==> src/rtl/mrx_pkg.sv <==
package mrx_pkg;
  localparam int unsigned WIN_W = 8;
  // four preamble bits 1,0,1,0 as half-bits, oldest in MSB
  localparam logic [WIN_W-1:0] OPEN_PAT  = 8'b1001_1001;
  // idle terminator 11 11 00 00, oldest in MSB
  localparam logic [WIN_W-1:0] CLOSE_PAT = 8'b1111_0000;
endpackage

==> src/rtl/mrx_line_mon.sv <==
module mrx_line_mon
  import mrx_pkg::*;
#(
  parameter int unsigned ZERO_RUN = 8
) (
  input  logic clk_i,
  input  logic rst_ni,
  input  logic strobe_i,
  input  logic sample_i,
  output logic open_hit_o,
  output logic close_hit_o
);
  localparam int unsigned ZW = $clog2(ZERO_RUN + 1);

  logic [WIN_W-1:0] win_q, win_nx;
  logic [ZW-1:0]    zr_q, zr_nx;

  always_comb begin
    win_nx = {win_q[WIN_W-2:0], sample_i};
    if (sample_i)                  zr_nx = '0;
    else if (zr_q == ZW'(ZERO_RUN)) zr_nx = zr_q;
    else                           zr_nx = zr_q + 1'b1;
  end

  assign open_hit_o  = strobe_i && (win_nx == OPEN_PAT);
  assign close_hit_o = strobe_i && ((win_nx == CLOSE_PAT) || (zr_nx == ZW'(ZERO_RUN)));

  always_ff @(posedge clk_i or negedge rst_ni) begin
    if (!rst_ni) begin
      win_q <= '0;
      zr_q  <= '0;
    end else if (strobe_i) begin
      win_q <= win_nx;
      zr_q  <= zr_nx;
    end
  end

  p_zero_run_bound_r6: assert property (@(posedge clk_i) disable iff (!rst_ni)
    zr_q <= ZW'(ZERO_RUN));
endmodule

==> src/rtl/mrx_pair.sv <==
module mrx_pair (
  input  logic clk_i,
  input  logic rst_ni,
  input  logic en_i,
  input  logic strobe_i,
  input  logic sample_i,
  output logic bit_vld_o,
  output logic bit_val_o,
  output logic bit_viol_o
);
  logic phase_q, first_q;

  assign bit_vld_o  = en_i && strobe_i && phase_q;
  assign bit_val_o  = first_q;
  assign bit_viol_o = (first_q == sample_i);

  always_ff @(posedge clk_i or negedge rst_ni) begin
    if (!rst_ni) begin
      phase_q <= 1'b0;
      first_q <= 1'b0;
    end else if (!en_i) begin
      phase_q <= 1'b0;
    end else if (strobe_i) begin
      phase_q <= ~phase_q;
      if (!phase_q) first_q <= sample_i;
    end
  end

  // alignment restarts on the first half of a pair whenever decoding is off
  p_phase_clear_r2: assert property (@(posedge clk_i) disable iff (!rst_ni)
    !$past(en_i) |-> !phase_q);
endmodule

==> src/rtl/mrx_nibble.sv <==
module mrx_nibble #(
  parameter int unsigned NIB_W = 4
) (
  input  logic             clk_i,
  input  logic             rst_ni,
  input  logic             flush_i,
  input  logic             bit_vld_i,
  input  logic             bit_val_i,
  input  logic             bit_viol_i,
  output logic [NIB_W-1:0] rxd_o,
  output logic             er_o,
  output logic             en_o
);
  localparam int unsigned CW = (NIB_W > 1) ? $clog2(NIB_W) : 1;

  logic [CW-1:0]    cnt_q;
  logic [NIB_W-1:0] sh_q, sh_nx;
  logic             vacc_q;
  logic             last;

  assign last = (cnt_q == CW'(NIB_W - 1));

  always_comb begin
    sh_nx        = sh_q;
    sh_nx[cnt_q] = bit_val_i;
  end

  always_ff @(posedge clk_i or negedge rst_ni) begin
    if (!rst_ni) begin
      cnt_q  <= '0;
      sh_q   <= '0;
      vacc_q <= 1'b0;
      rxd_o  <= '0;
      er_o   <= 1'b0;
      en_o   <= 1'b0;
    end else begin
      en_o <= 1'b0;
      if (flush_i) begin
        cnt_q  <= '0;
        vacc_q <= 1'b0;
        er_o   <= 1'b0;
      end else if (bit_vld_i) begin
        if (last) begin
          cnt_q  <= '0;
          vacc_q <= 1'b0;
          rxd_o  <= sh_nx;
          er_o   <= vacc_q | bit_viol_i;
          en_o   <= 1'b1;
        end else begin
          cnt_q  <= cnt_q + 1'b1;
          sh_q   <= sh_nx;
          vacc_q <= vacc_q | bit_viol_i;
        end
      end
    end
  end

  p_en_pulse_r3: assert property (@(posedge clk_i) disable iff (!rst_ni)
    en_o |=> !en_o);
  p_rxd_hold_r3: assert property (@(posedge clk_i) disable iff (!rst_ni)
    !$stable(rxd_o) |-> en_o);
  p_er_moves_r4: assert property (@(posedge clk_i) disable iff (!rst_ni)
    !$stable(er_o) |-> (en_o || $past(flush_i)));
endmodule

==> src/rtl/mrx_nib_dec.sv <==
module mrx_nib_dec #(
  parameter int unsigned ZERO_RUN = 8,
  parameter int unsigned NIB_W    = 4
) (
  input  logic             clk_i,
  input  logic             rst_ni,
  input  logic             strobe_i,
  input  logic             sample_i,
  output logic [NIB_W-1:0] rxd_o,
  output logic             rx_clk_en_o,
  output logic             rx_dv_o,
  output logic             rx_er_o
);
  logic open_hit, close_hit, dv_q, flush;
  logic bit_vld, bit_val, bit_viol;

  mrx_line_mon #(.ZERO_RUN(ZERO_RUN)) u_mon (
    .clk_i       (clk_i),
    .rst_ni      (rst_ni),
    .strobe_i    (strobe_i),
    .sample_i    (sample_i),
    .open_hit_o  (open_hit),
    .close_hit_o (close_hit)
  );

  assign flush = dv_q && close_hit;

  always_ff @(posedge clk_i or negedge rst_ni) begin
    if (!rst_ni)                dv_q <= 1'b0;
    else if (!dv_q && open_hit) dv_q <= 1'b1;
    else if (flush)             dv_q <= 1'b0;
  end

  mrx_pair u_pair (
    .clk_i      (clk_i),
    .rst_ni     (rst_ni),
    .en_i       (dv_q),
    .strobe_i   (strobe_i),
    .sample_i   (sample_i),
    .bit_vld_o  (bit_vld),
    .bit_val_o  (bit_val),
    .bit_viol_o (bit_viol)
  );

  mrx_nibble #(.NIB_W(NIB_W)) u_nib (
    .clk_i      (clk_i),
    .rst_ni     (rst_ni),
    .flush_i    (flush),
    .bit_vld_i  (bit_vld),
    .bit_val_i  (bit_val),
    .bit_viol_i (bit_viol),
    .rxd_o      (rxd_o),
    .er_o       (rx_er_o),
    .en_o       (rx_clk_en_o)
  );

  assign rx_dv_o = dv_q;

  p_en_in_frame_r3: assert property (@(posedge clk_i) disable iff (!rst_ni)
    rx_clk_en_o |-> rx_dv_o);
  p_er_in_frame_r5: assert property (@(posedge clk_i) disable iff (!rst_ni)
    rx_er_o |-> rx_dv_o);
  p_dv_open_r2: assert property (@(posedge clk_i) disable iff (!rst_ni)
    $rose(rx_dv_o) |-> $past(open_hit));
  p_dv_close_r8: assert property (@(posedge clk_i) disable iff (!rst_ni)
    $fell(rx_dv_o) |-> !rx_clk_en_o && !rx_er_o);
  p_quiet_r9: assert property (@(posedge clk_i) disable iff (!rst_ni)
    !$past(strobe_i) |-> ($stable(rx_dv_o) && !rx_clk_en_o));
endmodule

==> config.mk <==
export PLATFORM = sky130hd
export DESIGN_NAME = mrx_nib_dec
export DESIGN_NICKNAME = d
export VERILOG_FILES = /design/src/rtl/mrx_pkg.sv /design/src/rtl/mrx_line_mon.sv /design/src/rtl/mrx_pair.sv /design/src/rtl/mrx_nibble.sv /design/src/rtl/mrx_nib_dec.sv
export SDC_FILE = /design/constraint.sdc
export NUM_CORES = 1
export LEC_CHECK = 0
export ABC_AREA = 1
export BUFFER_PORTS_ARGS = -buffer_cell sky130_fd_sc_hd__buf_2
export CAP_MARGIN = 20
export CORE_MARGIN = 2
export CORE_UTILIZATION = 44
export DETAILED_ROUTE_END_ITERATION = 10
export GPL_TIMING_DRIVEN = 1
export REMOVE_ABC_BUFFERS = 1
export SLEW_MARGIN = 5
export SYNTH_ARGS = -nofsm -noshare
export SYNTH_HDL_FRONTEND = slang
export SYNTH_SLANG_ARGS = --single-unit
==> constraint.sdc <==
create_clock -name clk_i -period 2.46 [get_ports clk_i]
set_input_delay 0.246 -clock clk_i [delete_from_list [all_inputs] [get_ports clk_i]]
set_output_delay 0.246 -clock clk_i [all_outputs]
set_load 0.005 [all_outputs]
Yosys cells after proc, flatten, opt, wreduce, memory -nomap -nowiden:

Index checks and enable logic that the tools add are counted.

* bits in registers: 27
* bits in latches: 0
* bits in writable memories: 0
* memory bits (read-only): 0
* output and inout bits: 7
* memories: 0

* $add $sub $neg: 2
* $mul: 0
* divide/modulo/power cells: 0
* magnitude comparators: 2
* equal/unequal tests: 7
* shift operators: 0
* multiplexer cells: 21
* bitwise gates (word level): 4
* reduce and logical (&&, ||, !) cells: 16

Operator list (count)
* $eq 8x8->1 const B: 2
* $mux 1: 14
* $reduce_and 3->1: 3
* $eq 4x4->1 const B: 2
* $mux 4: 2
* $logic_and 1x1->1: 7
* $mux 2: 3
* $reduce_bool 2->1: 3
* $add 4x1->4 const B: 1
* $bwmux 4: 1
* $lt 2x3->1 const B: 1
* $not 1->1: 3
* $add 2x1->2 const B: 1
* $demux 1 s2: 1
* $eq 2x2->1 const B: 1
* $ge 2x1->1 const B: 1
* $ne 2x2->1 const B: 1
* $reduce_and 2->1: 1
* $eq 1x1->1: 1
* $logic_not 1->1: 1
* $logic_or 1x1->1: 1
* $or 1x1->1: 1

Depth between registers and ports, before layout:

Gate-level depths: netlist of the first run.

* depth in word-level cells: 9
* mapped depth: 10

Cells and area by module:

Synthesis of the first run repeated with hierarchy kept, for this count alone.

* cells, all modules: 160
* area total of the unflattened synthesis: 1296.2 um^2

Modules (own cells, without submodules)
* mrx_line_mon: instances 1, cells an instance 72, area an instance 580.6 um^2, sequential area each 275.3 um^2
* mrx_nibble: instances 1, cells an instance 71, area an instance 575.6 um^2, sequential area each 300.3 um^2
* mrx_pair: instances 1, cells an instance 12, area an instance 97.6 um^2, sequential area each 50.0 um^2
* mrx_nib_dec: instances 1, cells an instance 5, area an instance 42.5 um^2, sequential area each 25.0 um^2

Least setup slack after synthesis of the first run:

Ideal clock, no wire load.

* kind: register -> register
* from: reg u_mon.zr_q[0]
* to: reg u_nib.rxd_o[0]
* setup time: 0.123 ns
* arrival: 1.307 ns
* required time: 2.337 ns
* slack: 1.030 ns
* cell stages (with the launch flop): 10
* path buffers: 0
* cells stage by stage: dfrtp_1 inv_1 ha_1 inv_1 nor2_1 a21oi_2 nand3_2 nand2_4 o21ai_0 nand2_1

* longest elaborated chain between the ends: 9
* elaborated cells between the ends (all ways): 10

RTL lines
* start: declaration: RTL line mrx_line_mon.sv:16 `logic [ZW-1:0] zr_q, zr_nx;`
* start signal: assignment: RTL line mrx_line_mon.sv:34 `zr_q <= zr_nx;`
* $add 4x1->4 / $eq 4x4->1 (equally long branches): RTL line mrx_line_mon.sv:22, mrx_line_mon.sv:21
* $mux 4 *: RTL line mrx_line_mon.sv:21 `else if (zr_q == ZW'(ZERO_RUN)) zr_nx = zr_q;`
* $mux 4 *: RTL line mrx_line_mon.sv:20 `if (sample_i) zr_nx = '0;`
* $eq 4x4->1 *: RTL line mrx_line_mon.sv:26 `assign close_hit_o = strobe_i && ((win_nx == CLOSE_PAT) || (zr_nx == ZW'(ZERO_RUN)));`
* $logic_or 1x1->1 *: RTL line mrx_line_mon.sv:26
* $logic_and 1x1->1 *: RTL line mrx_line_mon.sv:26
* $logic_and 1x1->1 *: RTL line mrx_nib_dec.sv:26 `assign flush = dv_q && close_hit;`
* $not 1->1 (no source line) *
* $reduce_and 3->1 (no source line) *
* end signal: assignment: RTL line mrx_nibble.sv:46 `rxd_o <= sh_nx;`
* end: declaration: RTL line mrx_nibble.sv:10 `output logic [NIB_W-1:0] rxd_o,`

Mark *: on every way between the ends. The rest lies on a longest branch, timed or not.
A chain may end at the register's enable or synchronous reset.

Worst setup path after layout of the first run:

* from: reg u_mon.zr_q[0]
* to: reg u_nib.sh_q[0]

* longest elaborated chain between the ends: 9
* elaborated cells between the ends (all ways): 10

RTL lines
* $add 4x1->4 / $eq 4x4->1 (equally long branches): RTL line mrx_line_mon.sv:22, mrx_line_mon.sv:21
* $mux 4 *: RTL line mrx_line_mon.sv:21
* $mux 4 *: RTL line mrx_line_mon.sv:20
* $eq 4x4->1 *: RTL line mrx_line_mon.sv:26
* $logic_or 1x1->1 *: RTL line mrx_line_mon.sv:26
* $logic_and 1x1->1 *: RTL line mrx_line_mon.sv:26
* $logic_and 1x1->1 *: RTL line mrx_nib_dec.sv:26
* $not 1->1 (no source line) *
* $reduce_and 3->1 (no source line) *
* end signal: assignment: RTL line mrx_nibble.sv:51 `sh_q <= sh_nx;`
* end: declaration: RTL line mrx_nibble.sv:17 `logic [NIB_W-1:0] sh_q, sh_nx;`

Marks and branches as above.

==> results of run 1 <==
-- cells in the final DEF, fill, tap and decap left out --
cell type | synthesis | layout
nand3_1 | 10 | 10
nand4_1 | 10 | 10
o21a_1 | 1 | 1
nand2_2 | 1 | 1
nor2_1 | 9 | 9
dfrtp_1 | 26 | 26
inv_2 | 2 | 2
nor4_1 | 1 | 1
clkbuf_8 | 0 | 1
clkbuf_4 | 0 | 3
nor3_1 | 1 | 1
a21oi_2 | 1 | 1
nand3_2 | 3 | 3
buf_2 | 0 | 10
inv_1 | 20 | 20
nor2_4 | 2 | 2
nand2_4 | 2 | 2
dlygate4sd3_1 | 0 | 1
o21ai_0 | 16 | 16
nor2_2 | 2 | 2
ha_1 | 6 | 6
mux2_2 | 3 | 3
nand2_1 | 44 | 44
-- stage by stage --
| step | power [mW] | instance area [µm²] | util | setup slack, ns |
|---|---|---|---|---|
| after global routing | 1.11 | 1490 | 0.497 | 0.608 |
| after global placement | 0.812 | 1450 | 0.482 | 0.900 |
| after floorplan | 0.743 | 1360 | - | 1.03 |
| after CTS | 1.04 | 1490 | 0.497 | 0.795 |
| after detailed placement | 0.818 | 1450 | 0.482 | 0.859 |
| final | 1.03 | 1490 | 0.497 | 0.776 |
-- per-layer routing --
metal / track usage / wire, µm
met1: 0.244 / 1360
met3: 0.0328 / 73
met2: 0.268 / 1160
met5: 0 / 0
met4: 0.0794 / 63
-- critical path, cell delays in order (launching register included) --
cell and delay [ns]:
dfrtp_1 0.46, inv_1 0.09, ha_1 0.28, inv_1 0.04
nor2_1 0.19, inv_1 0.07, nand2_1 0.06, nor2_1 0.04
nor2_2 0.18, nand4_1 0.14, nand2_1 0.09
-- registers in the layout (all words and copies together), names as in the netlist --
register / count
u_nib.en_o: 1
u_mon.win_q: 7
u_nib.cnt_q: 2
u_mon.zr_q: 4
u_nib.sh_q: 3
u_nib.er_o: 1
u_pair.bit_val_o: 1
u_pair.phase_q: 1
rx_dv_o: 1
u_nib.vacc_q: 1
u_nib.rxd_o: 4
-- layout make-up --
class | count | area (µm²)
inverter | 22 | 82.6
multi-input combinational | 112 | 622
fill | 306 | 1510
tap | 33 | 41.3
sequential | 26 | 651
clock buffer | 4 | 36.3
timing repair buffer | 11 | 60.1
-- power breakdown --
| part | internal [mW] | total, mW | switching [mW] |
|---|---|---|---|
| Sequential | 0.495 | 0.559 | 0.0641 |
| Combinational | 0.105 | 0.252 | 0.147 |
| Clock | 0.0906 | 0.217 | 0.127 |
| Total | 0.691 | 1.03 | 0.338 |
-- worst min path at each step --
stage | slack (ns) | endpoint | cells after the start | startpoint
finish | 0.27 | u_mon.win_q[0] | 3 | sample_i
global route | 0.27 | u_mon.win_q[0] | 3 | sample_i
CTS | 0.25 | u_mon.win_q[0] | 3 | sample_i
detailed placement | 0.29 | u_mon.zr_q[3] | 1 | rst_ni
global placement | 0.28 | u_mon.zr_q[2] | 1 | rst_ni
floorplan | -0.05 | rx_dv_o | 0 | rst_ni
-- cells by family (layout without fill, tap and decap cells) --
| logic type | count (synthesis) | in the layout | share of synthesized area |
|---|---|---|---|
| AO/OA/AOI/OAI | 18 | 18 | 0.0709 |
| adder cells (fa/ha/maj) | 6 | 6 | 0.0552 |
| buffers and inverters | 23 | 37 | 0.0635 |
| flip-flops | 26 | 26 | 0.479 |
| multiplexers | 3 | 3 | 0.0249 |
| AND/OR/NAND/NOR | 85 | 85 | 0.307 |
==> summary.txt, run 1 <==
Status - complete, no violations
Hold Fails Final Rpt - 0
CP startpoint kind - register
Worst-case hold slack - 0.272 ns
Distinct cells, synth - 20
Worst skew pair latency - 0.33 ns
Die W - 59.6 µm
Dominant synthesized flop cell - dfrtp_1
I/O Buffers - 10
Die area - 3550 µm²
IO Pins - 11
Post-route ant nets - 0
First-pass GRT wire length - 4700 µm
Reg2Reg Setup Slack - 0.78 ns
Wire per inst - 12.8 µm
Clock root buffer - clkbuf_4
TritonCTS clock tree - done
Post-cts sizing count - 0
Total CTS buffers - 3
Final WL - 2660 µm
Dpl hpwl - 1930 µm
Worst setup endpoint - u_nib.sh_q[0]
Final-report max-slew violation count - 0
Worst slew margin - 0.612
CP Data Arrival Time - 1.96 ns
Gate Count Post-Synth - 161
Post-route DRC - 0
Initial Utilization - 0.452
Post-CTS Setup Bufs - 0
Worst setup EP type - register
DRT iter0 DRCs - 71
Fin cells - 208
Measured slew at the worst slew-check pin - 0.581 ns
Number of enable flip-flop cells after synthesis - 0
FF-to-FF path depth - 10
Largest net degree at the start of global routing - 27
Top cells by count, synth - nand2_1 (44), dfrtp_1 (26), inv_1 (20)
# clock sinks - 26
Mapped Area - 1360 µm²
Drt via density - 5.22
Clock input transition at the sequential cells of the worst setup and hold paths - 0.14 ns
Min Tclk post-route - 1.68 ns
CP Data Required Time - 2.74 ns
Async SR Flop Fraction - 1.00
Final Cycle Share - 0.684
Crit path kind - register to register
Leak - 0.775 nW
Vias - 1086
Layout Nets - 186
Max-cap violations - 0
First drt pass iteration count - 5
Sequential area share after synthesis - 0.479
Biggest fanout along the worst timing path - 6
Layout cell share with drive strength beyond 1 - 0.171
Final Wtd Congestion - 0.892
Pwr Density - 689 nW/µm²
Count leader, synth - nand2_1
Mean Syn Cell Area - 8.44 µm²
Yosys top cell area share - 0.479
RSZ-0062 raised after global routing - no
Die height - 59.6 µm
Fmax - 0.594 GHz
Placed cells - 203
Reg-to-reg endpoint - u_nib.sh_q[0]
Synth area leader - dfrtp_1
Max VDD drop - 0.000309 V
Antenna Cells - 0
Row count - 20
Clk_skew - 0.00649 ns
Total grt overflow - 0
Tot GR Track Use - 0.177
Buffer levels on the longest clock path - 2
Synth warn - 0
CP Launch Point - u_mon.zr_q[0]
# H-tree levels - 1
Final setup fails - 0
Hold Buf Count CTS - 1
Core Region - 3000 µm²
Worst flop-to-flop path startpoint - u_mon.zr_q[0]
Antenna violations before repair - 0
Area Overhead vs Synth - 9.85%
Post-synthesis sequential element count - 26
Setup_tns - 0 ns
Leading post-synthesis cells by cell area - dfrtp_1 (48%), nand2_1 (12%), o21ai_0 (5.9%)
Vias in the first global route - 1033
HP Class - primary input to register
(Power assumes the default switching activity.)
==> inputs of run 2 (changes only) <==
clock period = 1.4 ns   (was 2.46 ns; I/O delays follow)
==> run 2 against run 1 <==
Net effect:
- the flow now finishes with violations (setup timing)
- cell count grew 4.8%
- wire length up 8.1%
- worst hold slack worse by 0.074 ns
- die area unchanged
- combinational power is 120% higher
- sequential power is 78% higher
- total power rose by 81%
- design area rose by 11%
- non-clock buffer count is 11 higher
- register-to-register slack worse by 0.93 ns
- clock power rose by 41%
- sequential share of layout area down 4.0 points
- critical endpoint is now u_nib.rxd_o[3]
- largest cell class is now multi-input gates
==> summary.txt, run 2 (same netlist as run 1, synthesis figures left out) <==
Status - complete, but fails checks
Violated checks - setup timing
Worst min-delay path endpoint - u_mon.win_q[0]
Worst path bufs/invs - 1 (-2)
Pwr Density - 1130 nW/µm² (+64%)
# H-tree levels - 1 (unchanged)
FF-to-FF path depth - 10 (unchanged)
IO Pins - 11 (unchanged)
Hold Fails Final Rpt - 0 (unchanged)
Post-layout util - 0.550 (+0.0529)
DRT iter0 DRCs - 63 (-11%)
Area Overhead vs Synth - 21.5%
Drt via density - 5.17 (-0.99%)
Row count - 20 (unchanged)
Final Wtd Congestion - 0.837 (-6.2%)
Leak - 0.830 nW (+7.0%)
Crit path kind - register to register
Post-route ant nets - 0 (unchanged)
Largest net degree at the start of global routing - 27 (unchanged)
Reg2Reg Setup Slack - -0.16 ns (-0.93 ns)
Die W - 59.6 µm (unchanged)
Pre-CTS setup slack - -0.182 ns (-1.04 ns)
Layout cell share with drive strength beyond 1 - 0.308 (+0.137)
Worst flop-to-flop path startpoint - u_mon.zr_q[1]
Fmax - 0.642 GHz (+8.2%)
Post-route DRC - 0 (unchanged)
Hold_sp - sample_i
Min Tclk post-route - 1.56 ns (-0.127 ns)
Wire per inst - 13.2 µm (+3.1%)
Largest reg by FF count - u_mon.win_q
Clk_skew - 0.0102 ns (+0.00369 ns)
Final std cell area, no fill - 1650 µm² (+11%)
First drt pass iteration count - 4 (-1)
Worst path depth - 10 (unchanged)
Setup_tns - -1.66 ns (-1.66 ns)
Placed Instance Area - 1480 µm² (+2.1%)
Buffer levels on the longest clock path - 2 (unchanged)
HP Class - primary input to register
Worst setup EP type - register
Max VDD drop - 0.000524 V (+69%)
Measured slew at the worst slew-check pin - 0.576 ns (-0.00580 ns)
Antenna violations before repair - 0 (unchanged)
Crit path cell chain - inv_2 > ha_4 > nand3_4 > nand2_2 > nand3_2 > nand3_2 > nand2_4 > nor2_4 > nand2_1 > nand2_1
Die height - 59.6 µm (unchanged)
Layout Nets - 197 (+5.9%)
CP Data Arrival Time - 1.83 ns (-0.13 ns)
Core Region - 3000 µm² (unchanged)
CP Data Required Time - 1.67 ns (-1.07 ns)
CP startpoint kind - register
Commonest non-fill, non-tap cells in the layout - nand2_1 (41), dfrtp_1 (23), inv_1 (17)
Total grt overflow - 0 (unchanged)
Die area - 3550 µm² (unchanged)
Reg-to-reg endpoint - u_nib.rxd_o[3]
Worst skew pair latency - 0.32 ns (about the same)
I/O Buffers - 10 (unchanged)
Vias - 1127 (+3.8%)
Final WL - 2870 µm (+8.1%)
First-pass GRT wire length - 4630 µm (-1.5%)
Final setup fails - 13 (+13)
Biggest fanout along the worst timing path - 6 (unchanged)
Dpl hpwl - 1930 µm (-0.30%)
Clock root buffer - clkbuf_4
Vias in the first global route - 1057 (+2.3%)
Total CTS buffers - 3 (unchanged)
Min setup slack post-route - -0.157 ns (-0.933 ns)
Initial Utilization - 0.452 (unchanged)
Hold Path Depth - 3 (unchanged)
Antenna Cells - 0 (unchanged)
Worst slew margin - 0.616 (+0.00386)
Tot GR Track Use - 0.174 (-0.00273)
Largest regs - u_mon.win_q (7), u_mon.zr_q (4), u_nib.rxd_o (4)
Final Cycle Share - 1.11 (+0.428)
# clock sinks - 26 (unchanged)
Clock input transition at the sequential cells of the worst setup and hold paths - 0.13 ns (about the same)
Slowest cell on crit path - dfrtp_2
Commonest non-fill, non-tap cell in the layout - nand2_1
Max-cap violations - 0 (unchanged)
TritonCTS clock tree - done
Worst path max stage delay - 0.47 ns (about the same)
Final-report max-slew violation count - 0 (unchanged)
RSZ-0062 raised after global routing - yes
Max reg flops - 7 (unchanged)
CP delay by family, top - simple AND/OR/NAND/NOR gates
[run 2: changes by cell type in the layout (fill, tap and decap cells not counted), moves of 3 or more]
cell | previous run | this run
buf_4 | 0 | 10
nor2_4 | 2 | 6
dfrtp_2 | 0 | 3
nor2_1 | 9 | 5
nand2_1 | 44 | 41
dfrtp_1 | 26 | 23
inv_1 | 20 | 17
nand2_2 | 1 | 4
[run 2: layer usage]
| metal | track usage | part of all wire | routed length (µm) | up-vias |
|---|---|---|---|---|
| met3 | 0.0284 | 0.028 | 80 | 11 |
| met5 | 0 | 0 | 0 | - |
| met1 | 0.239 | 0.46 | 1330 | 515 |
| met4 | 0.0667 | 0.021 | 59 | 0 |
| li1 | - | - | - | 577 |
| met2 | 0.275 | 0.49 | 1400 | 24 |
[run 2: tightest hold or removal path, stage by stage]
cell and delay [ns]:
buf_2 0.16, nand2_1 0.09, o21ai_0 0.08
[run 2: through the flow]
step | hold WS, ns | std cells | total power [mW]
after floorplan | -0.156 | 160 | 1.31
after global placement | 0.172 | 207 | 1.45
after detailed placement | 0.178 | 207 | 1.45
after CTS | 0.170 | 214 | 1.81
after global routing | 0.215 | 218 | 2.02
final | 0.198 | 218 | 1.86
[run 2: power by group]
group,switching (mW),internal [mW]
logic,0.304,0.260
clock network,0.205,0.101
registers,0.123,0.872
total,0.632,1.23
[run 2: timing repair]
action                                 in CTS  in global routing
cloned                                      0                  0
resized for setup                          11                 15
pin swaps                                   6                 13
setup buffers                               3                  4
setup endpoints to repair                  13                 13
endpoints found under the hold margin      26                  0
hold buffers                                1                  0
[run 2: layout make-up]
cell class / count / area, µm²
sequential: 26 / 654
tap: 33 / 41.3
multi-input combinational: 112 / 702
timing repair buffer: 22 / 146
fill: 295 / 1350
clock buffer: 3 / 22.5
inverter: 22 / 85.1
[run 2: how the worst max path moves through the flow]
stage	startpoint	to	slack (ns)
final	u_mon.zr_q[1]	u_nib.rxd_o[3]	-0.16
after global routing	u_mon.zr_q[1]	u_nib.er_o	-0.27
after CTS	u_mon.zr_q[0]	u_nib.rxd_o[3]	-0.12
after detailed placement	u_mon.zr_q[0]	u_nib.rxd_o[3]	-0.18
after global placement	u_mon.zr_q[1]	u_nib.cnt_q[1]	-0.14
after floorplan	u_mon.zr_q[0]	u_nib.rxd_o[0]	-0.03
